### config.mk
export PLATFORM = sky130hd
export DESIGN_NAME = irq_prio_ctrl
export DESIGN_NICKNAME = d
export VERILOG_FILES = /design/src/rtl/irq_prio_ctrl.sv
export SDC_FILE = /design/constraint.sdc
export NUM_CORES = 1
export LEC_CHECK = 0
export BUFFER_PORTS_ARGS = -buffer_cell sky130_fd_sc_hd__buf_2
export CAP_MARGIN = 10
export CORE_MARGIN = 2
export CORE_UTILIZATION = 45
export CTS_CLUSTER_SIZE = 30
export DETAILED_ROUTE_END_ITERATION = 10
export SLEW_MARGIN = 0
export SYNTH_ARGS = -nofsm -noshare
export SYNTH_HDL_FRONTEND = slang
export SYNTH_SLANG_ARGS = --single-unit
### constraint.sdc
create_clock -name clk -period 26.2 [get_ports clk]
set_input_delay 2.62 -clock clk [delete_from_list [all_inputs] [get_ports clk]]
set_output_delay 2.62 -clock clk [all_outputs]
set_load 0.02 [all_outputs]
### src/rtl/irq_prio_ctrl.sv
module irq_prio_ctrl #(
  parameter int NSRC = 8,
  parameter int IDXW = (NSRC > 1) ? $clog2(NSRC) : 1
) (
  input  logic            clk,
  input  logic            rst_n,
  input  logic [NSRC-1:0] src_pulse,
  input  logic            gie,
  input  logic [2:0]      cpu_lvl,
  input  logic            ack,
  input  logic            wr_en,
  input  logic [IDXW-1:0] wr_idx,
  input  logic [2:0]      wr_lvl,
  input  logic            wr_req,
  output logic            irq_req,
  output logic [IDXW-1:0] irq_idx,
  output logic [2:0]      irq_lvl
);

  logic [NSRC-1:0] pend_q;
  logic [2:0]      lvl_q [NSRC];
  logic [NSRC-1:0] clr;
  logic            win_v;
  logic [IDXW-1:0] win_i;
  logic [2:0]      win_l;

  // clear requests from acknowledge or software write of 0
  always_comb begin
    for (int i = 0; i < NSRC; i++)
      clr[i] = (ack && irq_req && irq_idx == IDXW'(i)) ||
               (wr_en && !wr_req && wr_idx == IDXW'(i));
  end

  // highest level wins; strict compare keeps the lowest index on ties
  always_comb begin
    win_v = 1'b0;
    win_i = '0;
    win_l = 3'd0;
    for (int i = 0; i < NSRC; i++) begin
      if (gie && pend_q[i] && lvl_q[i] > cpu_lvl && lvl_q[i] > win_l) begin
        win_v = 1'b1;
        win_i = IDXW'(i);
        win_l = lvl_q[i];
      end
    end
  end

  always_ff @(posedge clk or negedge rst_n) begin
    if (!rst_n) begin
      pend_q  <= '0;
      for (int i = 0; i < NSRC; i++) lvl_q[i] <= 3'd0;
      irq_req <= 1'b0;
      irq_idx <= '0;
      irq_lvl <= 3'd0;
    end else begin
      pend_q <= src_pulse | (pend_q & ~clr);
      for (int i = 0; i < NSRC; i++)
        if (wr_en && wr_idx == IDXW'(i)) lvl_q[i] <= wr_lvl;
      irq_req <= win_v;
      irq_idx <= win_i;
      irq_lvl <= win_l;
    end
  end

endmodule

---- Word-level counts from Yosys, hierarchy flattened ----
Index checks and enable logic that the tools add are counted.
storage, ports and cells
  register bits ........................... 39
  input bits .............................. 23
  output and inout bits ................... 7
  word-level logic and storage cells ...... 129
operators by class
  order comparisons ....................... 16
  equality and inequality tests ........... 14
  mux-type cells .......................... 23
  bitwise operators ....................... 3
  reductions and logical operators ........ 61
operators with widths
  kind                                                           count
  logical AND 1 bit                                              50
  greater-than comparator 3 bit                                  15
  2-to-1 mux 3 bit                                               14
  == test 3 bit, second input constant                           8
  == test 3 x 2 -> 1 bit, second input constant                  4
  2-to-1 mux 1 bit                                               9
  bitwise AND 8 bit                                              1
  logical OR 1 bit                                               8
  NOT 8 bit                                                      1
  bitwise OR 8 bit                                               1
  == test 3 x 1 -> 1 bit, second input constant                  2
  zero test 3 bit                                                2
  greater-than comparator 3 x 1 -> 1 bit, second input constant  1
  zero test 1 bit                                                1

---- Depth between registers and ports, before layout ----
Gate-level depths: netlist (run 1).
  word-level depth ........................ 25
  gate-level depth with buffers ........... 58
  gate-level depth less buffers ........... 57

---- Least setup slack after synthesis (run 1) ----
OpenSTA, ideal clock, no wires.
  kind .................................... in2reg
  start point ............................. in cpu_lvl[1]
  end point ............................... reg irq_req
  setup time .............................. 138 ps
  arrival time ............................ 12266 ps
  required time ........................... 26062 ps
  setup slack ............................. 13795 ps
  cell stages on the path ................. 53
  cell sequence ........................... inv_1 > ha_1 > nor2b_1 > or3_1 > nand3_1 > ha_1 > nand3_1 > and4_4 > and2_4 > buf_6 > mux2_2 > ha_1 > nand3_1 > and4_1 > nand2_2 > mux2_2 > ha_1 > nand3_1 > (+17 left out) > a211o_1 > o32ai_1 > a21boi_0 > ha_1 > a21oi_1 > a21oi_1 > o211ai_1 > a21o_1 > o211a_1 > o21bai_1 > ha_1 > nor2b_1 > o21ai_0 > a21oi_1 > o21ai_1 > and2_1 > nand3_2 > or4b_1
between the ends
  cells in the longest elaborated chain, start to end .. 25
  elaborated cells between the ends (all ways) .. 46
  classes of those cells .................. 15 x order compare; 15 x mux; 16 x reduce/logical
ends and longest elaborated chain
  what                            RTL line  text
  start: declaration              9         input logic [2:0] cpu_lvl,
  greater-than comparator 3 bit   40        if (gie && pend_q[i] && lvl_q[i] > cpu_lvl && lvl_q[i] > win_l) begin
  logical AND 1 bit (2 in a row)  40
  2-to-1 mux 3 bit                40
  greater-than comparator 3 bit   40
  logical AND 1 bit               40
  2-to-1 mux 3 bit                40
  greater-than comparator 3 bit   40
  logical AND 1 bit               40
  (+9 left out)                   -
  2-to-1 mux 3 bit                40
  greater-than comparator 3 bit   40
  logical AND 1 bit               40
  2-to-1 mux 3 bit                40
  greater-than comparator 3 bit   40
  logical AND 1 bit               40
  2-to-1 mux 1 bit (*)            40
  named net win_v                 23        logic win_v;
  end signal: assignment          59        irq_req <= win_v;
  end: declaration                15        output logic irq_req,
Mark *: on every way through the listed nets, which the timed path passes. The rest lies on a longest branch.
A chain may end at the register's enable or synchronous reset.

---- Worst setup path after layout (run 1) ----
Same ends and word-level chain as after synthesis.

==> flow_metrics.py, run 1 <==
metrics = {
    "status": {
        "outcome": "finished clean",
    },
    "placement": {
        "gp_congestion": 0.864,
        "hpwl_um": 5870,
        "dp_cells": 413,
        "io_buffers": 29,
    },
    "clock_tree": {
        "cts_max_path_buffers": 2,
        "cts.sinks": 39,
        "numCtsBuffers": 5,
        "ctsHoldBuffers": 0,
        "ctsHtreeMaxLevel": 2,
        "insertion_delay_ns": 0.29,
        "root_buffer": "clkbuf_8",
        "cts_tree": "yes",
        "cts_resized": 0,
        "clk_pin_slew_ns": 0.08,
        "post-cts-setup-buffer-count": 0,
    },
    "final_layout": {
        "syn_to_final_growth_pct": 9.95,
        "fill_cells": 609,
        "antenna_cells": 0,
        "post_layout_nonfiller_instances": 421,
        "drive_gt1_frac": 0.195,
        "fin_nets": 406,
    },
    "timing": {
        "fmax_ghz": 0.0726,
        "tightest_slew_ns": 0.898,
        "slew_headroom": 0.401,
        "final_max_slew_viol_count": 0,
        "rsz0062_at_grt": "no",
        "skew_ns": 0.0105,
        "post-route-period-util": 0.525,
        "tns_ns": 0,
        "hold_violations": 0,
        "setup_violations": 0,
        "period_needed_ns": 13.77,
    },
    "critical_path": {
        "r2r-end": "irq_req$_DFF_PN0_",
        "path_class": "primary input to register",
        "crit_slowest_cell": "o32ai_1",
        "r2r_setup_slack_ns": 14.77,
        "cpMostUsedCell": "ha_1",
        "cp-end-kind": "register",
        "worstPathArrival_ns": 13.93,
        "crit-reg2reg-launch": "lvl_q[23]$_DFFE_PN0P_",
        "start_kind": "primary input",
        "critPathMaxFanout": 8,
        "worst_ep_required_time_ns": 26.36,
        "critPathMaxStageDelay_ns": 0.52,
        "reg2regPathDepth": 51,
    },
    "logic_synthesis": {
        "synth_edf_count": 0,
        "synthesis.area_um2": 2980,
        "async_flop_share": 1.00,
        "synth_fp_nets": 374,
        "ys.flop_type": "dfrtp_1",
        "synthTopCellsByArea": "dfrtp_1 (33%), ha_1 (17%), mux2_2 (8.3%), nand3_1 (3.7%), a21oi_1 (3.0%)",
        "yosysTopAreaCellShare": 0.327,
        "avgSynthCellArea_um2": 9.58,
        "yosysTopAreaCell": "dfrtp_1",
        "syn-instance-count": 311,
        "ys_ff_latch": 39,
        "yosysWarnings": 0,
        "ys_types": 56,
        "seq_area_frac_synth": 0.327,
        "synthTopCellsByCount": "ha_1 (40), dfrtp_1 (39), nand2_1 (23)",
        "yosysMostFrequentCell": "ha_1",
    },
    "route": {
        "vias": 2504,
        "drt-total-wl_um": 7600,
        "vias_per_cell": 5.95,
        "first_pass_iters": 5,
        "ant_nets": 0,
        "drt_iter0_drc": 203,
        "drc": 0,
        "wire_per_inst_um": 18.1,
    },
    "global_routing": {
        "antenna_found_initial": 0,
        "first_global_vias": 2378,
        "grt_overflow": 0,
        "grtUsageTotal": 0.223,
        "grt_pass1_wl_um": 12400,
        "grt_max_degree": 40,
    },
    "die": {
        "ios": 30,
        "start_util": 0.467,
        "fp.dieH_um": 85.4,
        "die_x_um": 85.4,
        "num_rows": 29,
        "coreArea_um2": 6390,
        "dieArea_um2": 7290,
    },
    "min_path": {
        "min_from": "pend_q[3]$_DFF_PN0_",
        "min_to": "pend_q[3]$_DFF_PN0_",
        "hp-class": "register to register",
        "hold_path_depth": 1,
    },
    "flow_run": {
        "drv_cap": 0,
    },
    "power": {
        "leakagePower_nw": 1.49,
        "p_total_mw": 0.277,
        "peakVddDrop_mv": 0.0448,
        "power_density_nw_per_um2": 84.4,
    },
}
==> stage by stage <==
stage | util | hold WS, ns | worst slack (ns) | instance area [um^2]
6_report | 0.513 | 0.484 | 12.43 | 3280
5_1_grt | 0.513 | 0.528 | 11.42 | 3280
4_1_cts | 0.513 | 0.487 | 12.49 | 3280
3_5_place_dp | 0.500 | 0.469 | 12.20 | 3200
3_3_place_gp | 0.500 | 0.464 | 12.38 | 3200
2_1_floorplan | - | 0.442 | 13.80 | 2980
==> worst max path at each step <==
stage          cells after the start       start                 to  slack [ns]
2_1_floorplan                     53  cpu_lvl[1]  irq_req$_DFF_PN0_       13.80
3_3_place_gp                      53  cpu_lvl[1]  irq_req$_DFF_PN0_       12.38
3_5_place_dp                      53  cpu_lvl[1]  irq_req$_DFF_PN0_       12.20
4_1_cts                           53  cpu_lvl[1]  irq_req$_DFF_PN0_       12.49
5_1_grt                           54  cpu_lvl[1]  irq_req$_DFF_PN0_       11.42
6_report                          53  cpu_lvl[1]  irq_req$_DFF_PN0_       12.43
==> kinds of logic after synthesis <==
| group | synth area share |
|---|---|
| AOI/OAI and AO/OA | 0.199 |
| buffers and inverters | 0.0327 |
| DFF | 0.327 |
| adders and majority gates | 0.175 |
| and+or+nand+nor | 0.183 |
| muxes | 0.0831 |
==> layout by cell type, fill, tap and decap left out, drive strengths merged, types with 4 or more instances in the layout <==
cell type  synthesis  final
and2               4      4
nand3b             4      4
nand2             24     24
buf                2     29
a31oi              5      5
nor2b             11     11
dfrtp             39     39
o21a               4      4
a21oi             18     18
clkbuf             2      7
nand3             23     23
and4               4      4
nor2               8      8
a21o               8      8
mux2              22     22
o211ai             4      4
o21ai             19     19
ha                40     40
a22oi              8      8
nor3               5      5
inv               19     19
==> flip-flops by register name (all words and copies together) (netlist names) <==
register and cells:
lvl_q 24, pend_q 8, irq_idx 3, irq_lvl 3, irq_req 1
==> metal layers <==
metal	routed length (um)	GRT usage	up-vias
met4	87	0.0635	0
met5	0	0	-
met3	342	0.0379	6
li1	-	-	1242
met2	3460	0.339	60
met1	3710	0.325	1196
==> worst max-delay path, delay by kind of cell <==
kind,cells,cell delay [ns]
compound gates,19,3.74
simple gates,20,3.55
fa+ha+maj,9,2.55
mux,3,1.07
buf+inv,2,0.41
==> area by class of cell <==
class	instances	area (um^2)	share of cell area
Multi-Input combinational cell	249	1910	0.582
Sequential cell	39	976	0.298
Timing Repair Buffer	29	145	0.0443
Tap cell	77	96.3	0.0294
Clock buffer	7	76.3	0.0233
Inverter	19	71.3	0.0218
Clock inverter	1	5.00	0.00153
==> power by group <==
part           switching, mW  internal (mW)  leakage [nW]
registers             0.0154         0.0749         0.449
logic                 0.0840         0.0629          1.00
clock network         0.0207         0.0187        0.0422
total                  0.120          0.157          1.49
Note: power is estimated with default switching activity, not from simulation.
==> inputs of run 2 (changes only) <==
--- a/config.mk
+++ b/config.mk
@@ -5,12 +5,14 @@
 export SDC_FILE = /design/constraint.sdc
 export NUM_CORES = 1
 export LEC_CHECK = 0
+export ABC_AREA = 1
 export BUFFER_PORTS_ARGS = -buffer_cell sky130_fd_sc_hd__buf_2
 export CAP_MARGIN = 10
 export CORE_MARGIN = 2
 export CORE_UTILIZATION = 45
 export CTS_CLUSTER_SIZE = 30
 export DETAILED_ROUTE_END_ITERATION = 10
+export PLACE_DENSITY = 0.66
 export SLEW_MARGIN = 0
 export SYNTH_ARGS = -nofsm -noshare
 export SYNTH_HDL_FRONTEND = slang
==> constraint.sdc (replaced) <==
create_clock -name clk -period 11.3 [get_ports clk]
set_input_delay 1.13 -clock clk [delete_from_list [all_inputs] [get_ports clk]]
set_output_delay 1.13 -clock clk [all_outputs]
set_load 0.02 [all_outputs]
==> flow_metrics.py, run 2 <==
metrics = {
    "logic_synthesis": {
        "ys.flop_type": "dfrtp_1",
        "synth_fp_nets": 448,
        "synthMuxAreaShare": 0,
        "synth_xor_area_frac": 0,
        "yosysWarnings": 0,
        "yosys.area_share.simple": 0.324,
        "synth_edf_count": 0,
        "avgSynthCellArea_um2": 7.95,
        "synthesis.area_um2": 3060,
        "synthTopCellsByArea": "dfrtp_1 (32%), ha_1 (16%), nand2_1 (10%), nand3_1 (6.0%), o21ai_0 (5.4%)",
        "ys_types": 35,
        "synth_compound_area_frac": 0.131,
        "ys_ff_latch": 39,
        "yosysMostFrequentCell": "nand2_1",
        "syn-instance-count": 385,
        "synth_top_family_by_area": "simple AND/OR/NAND/NOR gates",
        "seq_area_frac_synth": 0.319,
        "yosysTopAreaCell": "dfrtp_1",
        "synthAdderAreaFrac": 0.163,
        "synthTopCellsByCount": "nand2_1 (84), inv_1 (41), ha_1 (40)",
        "async_flop_share": 1.00,
        "yosysTopAreaCellShare": 0.319,
    },
    "critical_path": {
        "r2r_setup_slack_ns": 2.24,
        "critPathMaxFanout": 8,
        "crit-reg2reg-launch": "lvl_q[23]$_DFFE_PN0P_",
        "setup.worst_path.end": "irq_lvl[2]$_DFF_PN0_",
        "crit_slowest_cell": "nor3_1",
        "worstPathArrival_ns": 10.13,
        "r2r-end": "irq_lvl[2]$_DFF_PN0_",
        "start_kind": "primary input",
        "critPathMaxStageDelay_ns": 0.50,
        "path_class": "primary input to register",
        "reg2regPathDepth": 55,
        "crit_path_start": "cpu_lvl[2]",
        "cpMostUsedCell": "ha_1",
        "cp-end-kind": "register",
        "worst_ep_required_time_ns": 11.47,
    },
    "die": {
        "die_x_um": 86.5,
        "num_rows": 30,
        "coreArea_um2": 6680,
        "ios": 30,
        "fp.dieH_um": 86.5,
        "start_util": 0.458,
        "dieArea_um2": 7480,
    },
    "placement": {
        "gp_congestion": 0.883,
        "hpwl_um": 5960,
        "place_area_um2": 3300,
        "io_buffers": 29,
    },
    "route": {
        "first_pass_iters": 4,
        "vias_per_cell": 5.38,
        "wire_per_inst_um": 15.3,
        "vias": 2691,
        "drt_iter0_drc": 163,
        "drc": 0,
        "drt-total-wl_um": 7660,
        "ant_nets": 0,
    },
    "timing": {
        "period_needed_ns": 9.96,
        "skew_ns": 0.0116,
        "tightest_slew_ns": 0.865,
        "rsz0062_at_grt": "no",
        "setup_violations": 0,
        "tns_ns": 0,
        "hold_violations": 0,
        "slew_headroom": 0.423,
        "post-route-period-util": 0.881,
        "fmax_ghz": 0.100,
        "final_max_slew_viol_count": 0,
    },
    "final_layout": {
        "multi_input_area_um2": 1890,
        "largest_reg_flops": 24,
        "fin_area_um2": 3400,
        "syn_to_final_growth_pct": 11.0,
        "antenna_cells": 0,
        "fill_cells": 661,
        "fin_nets": 482,
        "reg_top3": "lvl_q (24), pend_q (8)",
        "layout_commonest_cell": "nand2_1",
        "drive_gt1_frac": 0.205,
        "layout_common_cells": "nand2_1 (84), inv_1 (41), ha_1 (40)",
        "seq_area_um2": 976,
        "regMostFlops": "lvl_q",
        "utilization": 0.509,
    },
    "clock_tree": {
        "post-cts-setup-buffer-count": 0,
        "cts_max_path_buffers": 2,
        "clk_pin_slew_ns": 0.07,
        "cts_resized": 0,
        "numCtsBuffers": 5,
        "ctsHoldBuffers": 0,
        "cts.sinks": 39,
        "root_buffer": "clkbuf_8",
        "ctsHtreeMaxLevel": 2,
        "insertion_delay_ns": 0.29,
        "cts_tree": "yes",
    },
    "global_routing": {
        "grt_pass1_wl_um": 13000,
        "grt_overflow": 0,
        "grt_use_met3": 0.0305,
        "grt.busiest_layer": "met2",
        "first_global_vias": 2640,
        "grtUsageTotal": 0.225,
        "antenna_found_initial": 0,
        "grt_max_degree": 40,
        "gr-usage-met1": 0.296,
        "use_met2": 0.376,
    },
    "power": {
        "leakagePower_nw": 1.72,
        "p_total_mw": 0.614,
        "power_density_nw_per_um2": 181,
        "peakVddDrop_mv": 0.0930,
    },
    "flow_run": {
        "drv_cap": 0,
    },
    "status": {
        "outcome": "finished clean",
    },
    "min_path": {
        "hp-class": "register to register",
    },
}
-- run 2: final cells by class --
type / count / area share
inverters: 45 / 0.0519
repair buffers: 30 / 0.0449
well taps: 80 / 0.0294
clock buffers: 8 / 0.0294
multi-input cells: 298 / 0.557
flip-flops and latches: 39 / 0.287
-- run 2: worst max-delay path, delay by kind of cell --
kind | cells | cell delay [ns]
buffers and inverters | 7 | 0.87
adder cells (fa/ha/maj) | 8 | 2.23
AO/OA/AOI/OAI | 10 | 1.73
AND/OR/NAND/NOR | 32 | 4.11
-- run 2: worst min-delay path by stage --
stage,from,endpoint,slack [ns],cells past startpoint
finish,lvl_q[18]$_DFFE_PN0P_,lvl_q[18]$_DFFE_PN0P_,0.49,2
global placement,lvl_q[9]$_DFFE_PN0P_,lvl_q[9]$_DFFE_PN0P_,0.47,2
global route,lvl_q[3]$_DFFE_PN0P_,lvl_q[3]$_DFFE_PN0P_,0.53,2
floorplan,lvl_q[12]$_DFFE_PN0P_,lvl_q[12]$_DFFE_PN0P_,0.45,2
CTS,lvl_q[18]$_DFFE_PN0P_,lvl_q[18]$_DFFE_PN0P_,0.49,2
detailed placement,lvl_q[18]$_DFFE_PN0P_,lvl_q[18]$_DFFE_PN0P_,0.48,2
-- run 2: power breakdown --
part | internal [mW] | switching [mW] | leakage [nW]
registers | 0.169 | 0.0247 | 0.464
clock network | 0.0558 | 0.0486 | 0.0515
logic | 0.117 | 0.199 | 1.20
total | 0.342 | 0.272 | 1.72
-- run 2: through the flow --
step                      setup slack, ns  instances  hold slack, ns
after global routing                0.339        500           0.525
after global placement               1.51        492           0.469
after floorplan                      2.44        385           0.453
final                                1.34        500           0.494
after detailed placement             1.13        492           0.476
after CTS                            1.41        500           0.494
-- run 2: logic make-up after synthesis --
logic type	count (synthesis)
AND/OR/NAND/NOR	190
AO/OA/AOI/OAI	68
buffers and inverters	48
adder cells (fa/ha/maj)	40
flip-flops	39
-- run 2: per-layer routing --
metal	vias up	part of all wire
met4	0	0.021
met3	10	0.035
li1	1381	-
met2	54	0.48
met1	1246	0.46
met5	-	0
==> inputs of run 3 (changes only) <==
--- a/config.mk
+++ b/config.mk
@@ -9,10 +9,10 @@
 export BUFFER_PORTS_ARGS = -buffer_cell sky130_fd_sc_hd__buf_2
 export CAP_MARGIN = 10
 export CORE_MARGIN = 2
-export CORE_UTILIZATION = 45
+export CORE_UTILIZATION = 50
 export CTS_CLUSTER_SIZE = 30
 export DETAILED_ROUTE_END_ITERATION = 10
-export PLACE_DENSITY = 0.66
+export PLACE_DENSITY = 0.72
 export SLEW_MARGIN = 0
 export SYNTH_ARGS = -nofsm -noshare
 export SYNTH_HDL_FRONTEND = slang
==> flow_metrics.py, run 3 (synthesis gave the netlist of run 2 again) <==
metrics = {
    "status": {
        "outcome": "finished clean",
    },
    "placement": {
        "gp_congestion": 0.882,
        "hpwl_um": 5790,
        "dp_cells": 486,
        "place_area_um2": 3290,
        "io_buffers": 29,
    },
    "route": {
        "drc": 0,
        "vias": 2678,
        "drt_iter0_drc": 138,
        "first_pass_iters": 4,
        "vias_per_cell": 5.42,
        "drt-total-wl_um": 7480,
        "ant_nets": 0,
        "wire_per_inst_um": 15.1,
    },
    "global_routing": {
        "grt_max_degree": 40,
        "grtUsageTotal": 0.247,
        "grt_overflow": 0,
        "grt_pass1_wl_um": 12300,
        "antenna_found_initial": 0,
        "first_global_vias": 2534,
    },
    "critical_path": {
        "critPathMaxFanout": 8,
        "worstPathArrival_ns": 10.05,
        "cp-end-kind": "register",
        "crit_path_start": "cpu_lvl[2]",
        "worst_ep_required_time_ns": 11.48,
        "start_kind": "primary input",
        "crit_slowest_cell": "nor3_1",
        "crit-reg2reg-launch": "lvl_q[23]$_DFFE_PN0P_",
        "critPathMaxStageDelay_ns": 0.51,
        "path_class": "primary input to register",
        "cpMostUsedCell": "ha_1",
    },
    "power": {
        "p_total_mw": 0.647,
        "leakagePower_nw": 1.73,
        "peakVddDrop_mv": 0.138,
        "power_density_nw_per_um2": 189,
    },
    "clock_tree": {
        "ctsHoldBuffers": 0,
        "insertion_delay_ns": 0.30,
        "cts_max_path_buffers": 2,
        "numCtsBuffers": 5,
        "post-cts-setup-buffer-count": 0,
        "cts.sinks": 39,
        "root_buffer": "clkbuf_8",
        "clk_pin_slew_ns": 0.08,
        "cts_tree": "yes",
        "ctsHtreeMaxLevel": 2,
        "cts_resized": 0,
    },
    "final_layout": {
        "reg_top3": "lvl_q (24), pend_q (8)",
        "syn_to_final_growth_pct": 11.6,
        "antenna_cells": 0,
        "post_layout_nonfiller_instances": 494,
        "fin_nets": 481,
        "fin_area_um2": 3420,
        "fill_cells": 566,
        "largest_reg_flops": 24,
        "drive_gt1_frac": 0.203,
        "layout_commonest_cell": "nand2_1",
        "layout_common_cells": "nand2_1 (84), inv_1 (41), ha_1 (40)",
        "utilization": 0.577,
        "multi_input_area_um2": 1890,
        "seq_area_um2": 976,
        "regMostFlops": "lvl_q",
    },
    "die": {
        "die_x_um": 82.3,
        "coreArea_um2": 5920,
        "ios": 30,
        "dieArea_um2": 6770,
        "num_rows": 28,
        "fp.dieH_um": 82.3,
        "start_util": 0.517,
    },
    "timing": {
        "period_needed_ns": 9.87,
        "final_max_slew_viol_count": 0,
        "tns_ns": 0,
        "hold_violations": 0,
        "tightest_slew_ns": 0.892,
        "post-route-period-util": 0.873,
        "skew_ns": 0.0112,
        "fmax_ghz": 0.101,
        "slew_headroom": 0.405,
        "rsz0062_at_grt": "no",
        "setup_violations": 0,
    },
    "min_path": {
        "min_from": "lvl_q[15]$_DFFE_PN0P_",
        "hp-class": "register to register",
    },
    "flow_run": {
        "drv_cap": 0,
    },
}
==> run 3: cell count changes in the layout (fill, tap and decap cells not counted), sizes merged <==
cell    previous run  this run
clkbuf             8         6
buf               30        29
bufinv             0         2
==> run 3: path summary, 6_finish.rpt <==
path | end | cells after the start | slack, ns
worst max-delay path | irq_lvl[2]$_DFF_PN0_ | 56 | 1.43
worst min register to register | lvl_q[15]$_DFFE_PN0P_ | 2 | 0.49
min in group asynchronous | lvl_q[6]$_DFFE_PN0P_ | 1 | 0.95
worst max register to register | irq_lvl[2]$_DFF_PN0_ | 54 | 2.30
worst min-delay path | lvl_q[15]$_DFFE_PN0P_ | 2 | 0.49
max in group asynchronous | lvl_q[21]$_DFFE_PN0P_ | 1 | 9.78
==> run 3: routing by layer <==
metal / track usage / vias up / part of all wire
met4: 0.0883 / 0 / 0.016
met1: 0.328 / 1250 / 0.47
met5: 0 / - / 0
li1: - / 1379 / -
met3: 0.0359 / 9 / 0.033
met2: 0.410 / 40 / 0.48
==> run 3: worst max-delay path: cells and delay by family <==
family	cells	cell delay (ns)
simple gates	30	3.78
fa+ha+maj	8	2.24
compound gates	11	2.04
buf+inv	7	0.82
==> run 3: report_power, final <==
group / internal [mW] / switching, mW / leakage, nW
logic: 0.117 / 0.197 / 1.20
registers: 0.169 / 0.0250 / 0.464
clock network: 0.0883 / 0.0512 / 0.0654
==> run 3: layout make-up <==
cell class,instances,share of cell area
multi-input combinational,298,0.554
sequential,39,0.286
inverter,45,0.0516
timing repair buffer,29,0.0425
tap,75,0.0275
clock buffer,6,0.0212
clock inverter,2,0.0176
==> run 3: per-stage QoR <==
step	setup WS (ns)	hold WS, ns
after floorplan	2.44	0.453
after global placement	1.36	0.469
after detailed placement	1.13	0.476
after CTS	1.38	0.494
after global routing	0.382	0.519
final	1.43	0.487
